<file path="src/rtl/gdrv_pkg.sv">
package gdrv_pkg;

    // Qualified PWM level seen by the sequencer
    typedef enum logic [1:0] {
        LVL_LO  = 2'b00,
        LVL_HI  = 2'b01,
        LVL_MID = 2'b10
    } lvl_e;

    typedef enum logic [3:0] {
        ST_OFF,
        ST_TRI,
        ST_EXIT,
        ST_LS_ON,
        ST_HS_WAIT,
        ST_HS_ON,
        ST_LS_WAIT,
        ST_DM_WAIT,
        ST_DEMU
    } seq_state_e;

endpackage

</file>
<file path="src/rtl/gdrv_sync.sv">
module gdrv_sync #(
    parameter int unsigned W = 3
) (
    input  logic         clk,
    input  logic         rst_n,
    input  logic [W-1:0] async_in,
    output logic [W-1:0] sync_out
);
    logic [W-1:0] stage1;

    for (genvar b = 0; b < W; b++) begin : g_bit
        always_ff @(posedge clk or negedge rst_n) begin
            if (!rst_n) begin
                stage1[b]   <= 1'b0;
                sync_out[b] <= 1'b0;
            end else begin
                stage1[b]   <= async_in[b];
                sync_out[b] <= stage1[b];
            end
        end
    end

endmodule

</file>
<file path="src/rtl/gdrv_tri_filter.sv">
module gdrv_tri_filter
    import gdrv_pkg::*;
#(
    parameter int unsigned HOLD_CYC = 3
) (
    input  logic       clk,
    input  logic       rst_n,
    input  logic [1:0] pwm_raw,
    output lvl_e       lvl_q
);
    localparam int unsigned CW = $clog2(HOLD_CYC + 1);

    logic [CW-1:0] mid_run;
    logic          raw_is_mid;

    assign raw_is_mid = pwm_raw[1];

    always_ff @(posedge clk or negedge rst_n) begin
        if (!rst_n) begin
            lvl_q   <= LVL_MID;
            mid_run <= '0;
        end else if (!raw_is_mid) begin
            mid_run <= '0;
            lvl_q   <= pwm_raw[0] ? LVL_HI : LVL_LO;
        end else if (mid_run == CW'(HOLD_CYC - 1)) begin
            lvl_q   <= LVL_MID;
        end else begin
            mid_run <= mid_run + 1'b1;
        end
    end

    // A newly qualified mid level must come from a mid-level sample
    assert_tri_qualified_R5: assert property (@(posedge clk) disable iff (!rst_n)
        (lvl_q == LVL_MID && $past(lvl_q) != LVL_MID) |-> $past(pwm_raw[1]));

endmodule

</file>
<file path="src/rtl/gdrv_fsm.sv">
module gdrv_fsm
    import gdrv_pkg::*;
#(
    parameter int unsigned DT_HS_CYC     = 2,
    parameter int unsigned DT_LS_CYC     = 2,
    parameter int unsigned TRI_EXIT_CYC  = 4,
    parameter int unsigned ZCD_BLANK_CYC = 8
) (
    input  logic clk,
    input  logic rst_n,
    input  logic en_ok,
    input  logic ccm_sel,
    input  lvl_e lvl,
    input  logic ls_low_s,
    input  logic sw_low_s,
    input  logic zc_s,
    output logic hs_on,
    output logic ls_on
);
    localparam int unsigned MAX_AB = (DT_HS_CYC > DT_LS_CYC) ? DT_HS_CYC : DT_LS_CYC;
    localparam int unsigned MAX_CD = (TRI_EXIT_CYC > ZCD_BLANK_CYC) ? TRI_EXIT_CYC : ZCD_BLANK_CYC;
    localparam int unsigned MAX_V  = (MAX_AB > MAX_CD) ? MAX_AB : MAX_CD;
    localparam int unsigned CW     = $clog2(MAX_V + 1);

    seq_state_e    state, state_nxt;
    logic [CW-1:0] cnt, cnt_nxt;

    // State register
    always_ff @(posedge clk or negedge rst_n) begin
        if (!rst_n) begin
            state <= ST_OFF;
            cnt   <= '0;
        end else begin
            state <= state_nxt;
            cnt   <= (state_nxt != state) ? '0 : cnt_nxt;
        end
    end

    // Next-state logic
    always_comb begin
        state_nxt = state;
        cnt_nxt   = cnt;
        if (!en_ok) begin
            state_nxt = ST_OFF;
        end else begin
            unique case (state)
                ST_OFF:  state_nxt = ST_TRI;
                ST_TRI:  if (lvl != LVL_MID) state_nxt = ST_EXIT;
                ST_EXIT: begin
                    if (lvl == LVL_MID)                  state_nxt = ST_TRI;
                    else if (cnt == CW'(TRI_EXIT_CYC - 1)) state_nxt = (lvl == LVL_HI) ? ST_HS_ON : ST_LS_ON;
                    else                                 cnt_nxt = cnt + 1'b1;
                end
                ST_LS_ON: begin
                    if (lvl == LVL_HI)       state_nxt = ST_HS_WAIT;
                    else if (lvl == LVL_MID) state_nxt = ST_TRI;
                end
                ST_HS_WAIT: begin
                    if (lvl == LVL_LO)                  state_nxt = ST_LS_ON;
                    else if (lvl == LVL_MID)            state_nxt = ST_TRI;
                    else if (!ls_low_s)                 cnt_nxt = '0;
                    else if (cnt == CW'(DT_HS_CYC - 1)) state_nxt = ST_HS_ON;
                    else                                cnt_nxt = cnt + 1'b1;
                end
                ST_HS_ON: begin
                    if (lvl == LVL_LO)       state_nxt = ST_LS_WAIT;
                    else if (lvl == LVL_MID) state_nxt = ccm_sel ? ST_TRI : ST_DM_WAIT;
                end
                ST_LS_WAIT: begin
                    if (lvl == LVL_HI)                  state_nxt = ST_HS_WAIT;
                    else if (lvl == LVL_MID)            state_nxt = ST_TRI;
                    else if (!sw_low_s)                 cnt_nxt = '0;
                    else if (cnt == CW'(DT_LS_CYC - 1)) state_nxt = ST_LS_ON;
                    else                                cnt_nxt = cnt + 1'b1;
                end
                ST_DM_WAIT: begin
                    if (lvl == LVL_HI)                  state_nxt = ST_HS_WAIT;
                    else if (lvl == LVL_LO)             state_nxt = ST_LS_WAIT;
                    else if (ccm_sel)                   state_nxt = ST_TRI;
                    else if (!sw_low_s)                 cnt_nxt = '0;
                    else if (cnt == CW'(DT_LS_CYC - 1)) state_nxt = ST_DEMU;
                    else                                cnt_nxt = cnt + 1'b1;
                end
                ST_DEMU: begin
                    if (lvl == LVL_HI)                     state_nxt = ST_HS_WAIT;
                    else if (lvl == LVL_LO)                state_nxt = ST_LS_ON;
                    else if (ccm_sel)                      state_nxt = ST_TRI;
                    else if (cnt == CW'(ZCD_BLANK_CYC)) begin
                        if (zc_s) state_nxt = ST_TRI;
                    end else                               cnt_nxt = cnt + 1'b1;
                end
                default: state_nxt = ST_OFF;
            endcase
        end
    end

    // Output decode
    always_comb begin
        hs_on = (state == ST_HS_ON);
        ls_on = (state == ST_LS_ON) || (state == ST_DEMU);
    end

    // High side only rises once the low-side enable was already released
    assert_hs_after_ls_off_R3: assert property (@(posedge clk) disable iff (!rst_n)
        $rose(hs_on) |-> $past(!ls_on));

    // Leaving the dead-time wait requires the sensed low-side feedback
    assert_hs_needs_fb_R3: assert property (@(posedge clk) disable iff (!rst_n)
        ($rose(hs_on) && $past(state) == ST_HS_WAIT) |-> $past(ls_low_s));

    // Emulated diode conducts while no zero cross is seen
    assert_demu_holds_ls_R8: assert property (@(posedge clk) disable iff (!rst_n)
        (state == ST_DEMU && !zc_s && lvl == LVL_MID && en_ok && !ccm_sel) |=> ls_on);

endmodule

</file>
<file path="src/rtl/buck_gate_seq.sv">
module buck_gate_seq
    import gdrv_pkg::*;
#(
    parameter int unsigned DT_HS_CYC     = 2,
    parameter int unsigned DT_LS_CYC     = 2,
    parameter int unsigned TRI_HOLD_CYC  = 3,
    parameter int unsigned TRI_EXIT_CYC  = 4,
    parameter int unsigned ZCD_BLANK_CYC = 8
) (
    input  logic       clk,
    input  logic       rst_n,
    input  logic [1:0] pwm_lvl,
    input  logic       out_en,
    input  logic       ccm_sel,
    input  logic       uv_flag,
    input  logic       fb_ls_low,
    input  logic       fb_sw_low,
    input  logic       fb_zc,
    output logic       hs_gate,
    output logic       ls_gate
);
    localparam int unsigned FB_W = 3;

    logic [FB_W-1:0] fb_s;
    lvl_e            lvl_q;
    logic            en_ok;

    assign en_ok = out_en && !uv_flag;

    gdrv_sync #(.W(FB_W)) u_sync (
        .clk      (clk),
        .rst_n    (rst_n),
        .async_in ({fb_zc, fb_sw_low, fb_ls_low}),
        .sync_out (fb_s)
    );

    gdrv_tri_filter #(.HOLD_CYC(TRI_HOLD_CYC)) u_filt (
        .clk     (clk),
        .rst_n   (rst_n),
        .pwm_raw (pwm_lvl),
        .lvl_q   (lvl_q)
    );

    gdrv_fsm #(
        .DT_HS_CYC     (DT_HS_CYC),
        .DT_LS_CYC     (DT_LS_CYC),
        .TRI_EXIT_CYC  (TRI_EXIT_CYC),
        .ZCD_BLANK_CYC (ZCD_BLANK_CYC)
    ) u_fsm (
        .clk      (clk),
        .rst_n    (rst_n),
        .en_ok    (en_ok),
        .ccm_sel  (ccm_sel),
        .lvl      (lvl_q),
        .ls_low_s (fb_s[0]),
        .sw_low_s (fb_s[1]),
        .zc_s     (fb_s[2]),
        .hs_on    (hs_gate),
        .ls_on    (ls_gate)
    );

    assert_disable_off_R1: assert property (@(posedge clk) disable iff (!rst_n)
        !out_en |=> (!hs_gate && !ls_gate));

    assert_uv_off_R2: assert property (@(posedge clk) disable iff (!rst_n)
        uv_flag |=> (!hs_gate && !ls_gate));

endmodule

</file>
<file path="config.mk">
export PLATFORM = sky130hd
export DESIGN_NAME = buck_gate_seq
export DESIGN_NICKNAME = d
export VERILOG_FILES = /design/src/rtl/gdrv_pkg.sv /design/src/rtl/gdrv_sync.sv /design/src/rtl/gdrv_tri_filter.sv /design/src/rtl/gdrv_fsm.sv /design/src/rtl/buck_gate_seq.sv
export SDC_FILE = /design/constraint.sdc
export NUM_CORES = 1
export LEC_CHECK = 0
export BUFFER_PORTS_ARGS = -buffer_cell sky130_fd_sc_hd__buf_4
export CORE_UTILIZATION = 45
export DETAILED_ROUTE_END_ITERATION = 6
export GPL_TIMING_DRIVEN = 0
export PLACE_DENSITY = 0.64
export SETUP_SLACK_MARGIN = 0.3
export SLEW_MARGIN = 15
export SYNTH_ARGS = -nofsm -noshare
export SYNTH_HDL_FRONTEND = slang
export SYNTH_HIERARCHICAL = 1
export SYNTH_SLANG_ARGS = --single-unit
</file>
<file path="constraint.sdc">
create_clock -name clk -period 2.4 [get_ports clk]
set_input_delay 0.36 -clock clk [delete_from_list [all_inputs] [get_ports clk]]
set_output_delay 0.36 -clock clk [all_outputs]
set_load 0.02 [all_outputs]
</file>
==> impl_metrics.ini <==
[synthesis]
yosys.cell_types.count = 69
edff_count_synth = 0
synth-main-ff-cell = sky130_fd_sc_hd__dfrtp_1
syn_area_per_cell_um2 = 9.07
postSynthRegisterBits = 18
yosys_warnings = 6
post_synth_instance_area_mm2 = 0.00160
postSynthCellCount = 176
share_of_the_yosys_chip_area_belonging_to_registers_pct = 28.3
postSynth.asyncResetShare_pct = 100
synth_fp_nets = 190

[route]
drt.antenna.violating_nets = 0
post-route-drc-count = 0
drt_first_pass_iters = 4
drt_wl_total_mm = 4.84
drt_iter0_markers = 128
routedWlPerCell_um = 19.0
total_via_count_in_the_routed_design = 1589
vias_per_cell = 6.26

[critical_path]
cp_slowest_stage_delay_ps = 560
crit_path_max_fanout = 10
critical_path.endpoint_type = register
cp_cell_sequence = buf_6, buf_6, nand2b_4, a21oi_1, nor4_4, nand3_2, a2bb2oi_2, nor4b_4
worst_path_most_repeated_cell = sky130_fd_sc_hd__buf_6
cp.buffers_inverters = 2
critical_path_class = reg2reg
startpoint_type = register
rrSetupSlack_ps = 60
cp_slowest_cell = sky130_fd_sc_hd__dfstp_2
cp_top_family = simple AND/OR/NAND/NOR gates
worst_ep_required_time_ps = 2590
worstPathArrival_ps = 2530

[power]
power_density_mw_per_mm2 = 400
peakVddDrop_v = 0.000417
static-leakage-power_nw = 0.855
p_total_mw = 0.912

[sta]
post-route-period-util_pct = 97.6
clock-skew-final_ps = 2.08
worst_margin_slew_ps = 397
relSlewSlack_pct = 73.3
setup_repair_after_global_routing_missed_its_margin = true
final_max_slew_viol_count = 0
totalNegativeSetupSlack_ps = 0
finalWorstPathRequiredPeriod_ps = 2340
setup_violations = 0
max_clock_freq_ghz = 0.427
hold_viol = 0
least_setup_slack_across_all_paths_after_layout_ps = 57.7
holdWs_ps = 179

[clocking]
clock_insertion_delay_worst_skew_ps = 280
cts-buffers-inserted = 3
cts-root-buf = sky130_fd_sc_hd__clkbuf_4
ctsLongestPathBuffers = 2
cts_sinks = 18
clock_tree.htree_level_count = 1
worst_setup_hold_path_clk_slew_ps = 100
tritoncts = done

[floorplanning]
die_width_um = 61.6
fp.dieH_um = 61.6
std_cell_rows = 21
initial_utilization_pct = 47.5
die_area_mm2 = 0.00379
core_area_mm2 = 0.00336
boundaryPins = 12

[layout]
layout.cell_area.non_filler_mm2 = 0.00228
mostFrequentLayoutCell = sky130_fd_sc_hd__buf_4
mostFrequentLayoutCells = sky130_fd_sc_hd__buf_4, sky130_fd_sc_hd__nor2_1, sky130_fd_sc_hd__dfrtp_1
layout-drive-gt1-share_pct = 53.8
num-nets-final = 223
finalCoreUtilization_pct = 67.9
insertedDiodeCount = 0
area.growth.synth_to_final_pct = 42.9
post_layout_nonfiller_instances = 254

[outcome]
status = finished, final reports clean

[place]
post-dp-hpwl_mm = 3.10
placement.io_buffers = 11
detailed_place.area_mm2 = 0.00174
globalplace.congestion = 0.949
pre_cts_setup_slack_ps = -257
dp_cells = 233

[global_routing]
first_global_vias = 1505
groute.usage.overall_pct = 27.1
grt_start_max_net_pins = 19
grt_pass1_wl_mm = 7.53
antenna_found_initial = 0
grt-ovfl-total = 0

[job]
drv.max_cap_violation_count = 0

[hold_path]
holdCritPathClass = in2reg
==> worst paths after layout <==
path / cells past startpoint / endpoint / from
max reg2reg: 8 / u_fsm/cnt[3] / u_filt/lvl_q[1]
max in group asynchronous: 2 / u_filt/lvl_q[1] / rst_n
min in group asynchronous: 2 / u_fsm/state[3] / rst_n
max: 8 / u_fsm/cnt[3] / u_filt/lvl_q[1]
min: 1 / u_sync/stage1[1] / fb_sw_low
min reg2reg: 0 / u_sync/sync_out[2] / u_sync/stage1[2]
==> Yosys cell counts (all sizes together), types with 2 or more instances <==
| master | number | area, um^2 |
|---|---|---|
| maj3 | 2 | 20.0 |
| and2 | 2 | 12.5 |
| a31oi | 2 | 12.5 |
| nand2 | 7 | 26.3 |
| a211oi | 3 | 27.5 |
| or4b | 5 | 53.8 |
| dfrtp | 17 | 425 |
| nor2 | 13 | 48.8 |
| o22ai | 3 | 25.0 |
| a21oi | 11 | 55.1 |
| nand2b | 6 | 37.5 |
| a2bb2oi | 4 | 35.0 |
| nor4b | 7 | 80.1 |
| nor2b | 3 | 26.3 |
| nor3b | 3 | 27.5 |
| o32ai | 2 | 17.5 |
| inv | 8 | 30.0 |
| nor3 | 3 | 15.0 |
| o211ai | 2 | 15.0 |
| o311ai | 3 | 26.3 |
| a22oi | 3 | 27.5 |
| a21boi | 2 | 18.8 |
| o21ai | 11 | 55.1 |
| nand3 | 2 | 10.0 |
| and4b | 2 | 20.0 |
| nand3b | 3 | 22.5 |
| or2 | 2 | 12.5 |
| buf | 12 | 76.3 |
| ha | 4 | 50.1 |
| o21a | 2 | 15.0 |
| xnor2 | 2 | 17.5 |
| clkbuf | 2 | 8.75 |
| nor4 | 2 | 18.8 |
| nand4b | 2 | 17.5 |
==> sequential cells by signal (all words and copies together), names as in the netlist <==
register / count
u_filt/lvl_q: 2
u_filt/mid_run: 2
u_fsm/cnt: 4
u_fsm/state: 4
u_sync/stage1: 3
u_sync/sync_out: 3
==> worst register-to-register path, cell delays in order, from the launching register on <==
cell and delay (ps):
sky130_fd_sc_hd__dfstp_2 560, sky130_fd_sc_hd__buf_6 130, sky130_fd_sc_hd__buf_6 160, sky130_fd_sc_hd__nand2b_4 170
sky130_fd_sc_hd__a21oi_1 80, sky130_fd_sc_hd__nor4_4 430, sky130_fd_sc_hd__nand3_2 200, sky130_fd_sc_hd__a2bb2oi_2 220
sky130_fd_sc_hd__nor4b_4 310
==> layer usage <==
metal | GRT usage [%] | up-vias | share of wire [%]
met5 | 0 | - | 0
met4 | 10.8 | 0 | 1.9
met3 | 1.26 | 8 | 6.0
met2 | 43.2 | 64 | 49
met1 | 38.5 | 780 | 43
li1 | - | 737 | -
==> area by class of cell <==
cell class | instances | area (um^2)
clock buffer | 4 | 36.3
timing repair buffer | 28 | 210
fill | 277 | 1080
multi-input combinational | 136 | 1360
tap | 46 | 57.6
buffer | 14 | 126
inverter | 8 | 32.5
sequential | 18 | 459
==> cell families after synthesis <==
logic type / Yosys count / share of synthesized area (%)
simple gates: 69 / 31.5
mux: 2 / 1.33
flops: 18 / 28.3
fa+ha+maj: 6 / 4.39
xor+xnor: 2 / 1.10
buf+inv: 22 / 7.21
compound gates: 57 / 26.2
==> report_power, final <==
part	internal, mW	leakage, nW	switching, mW
sequential	0.338	0.220	0.0276
combinational	0.168	0.614	0.202
clock	0.0922	0.0210	0.0846
==> repair_timing <==
| item | 4_1_cts | 5_1_grt |
|---|---|---|
| cloned | 1 | 0 |
| buffers inserted | 10 | 5 |
| endpoints found under the hold margin | 17 | 0 |
| hold buffers | 1 | 0 |
| gates resized for setup | 53 | 38 |
| setup endpoints to repair | 7 | 6 |
| pin swaps | 17 | 16 |
Note: power is estimated with default switching activity, not from simulation.
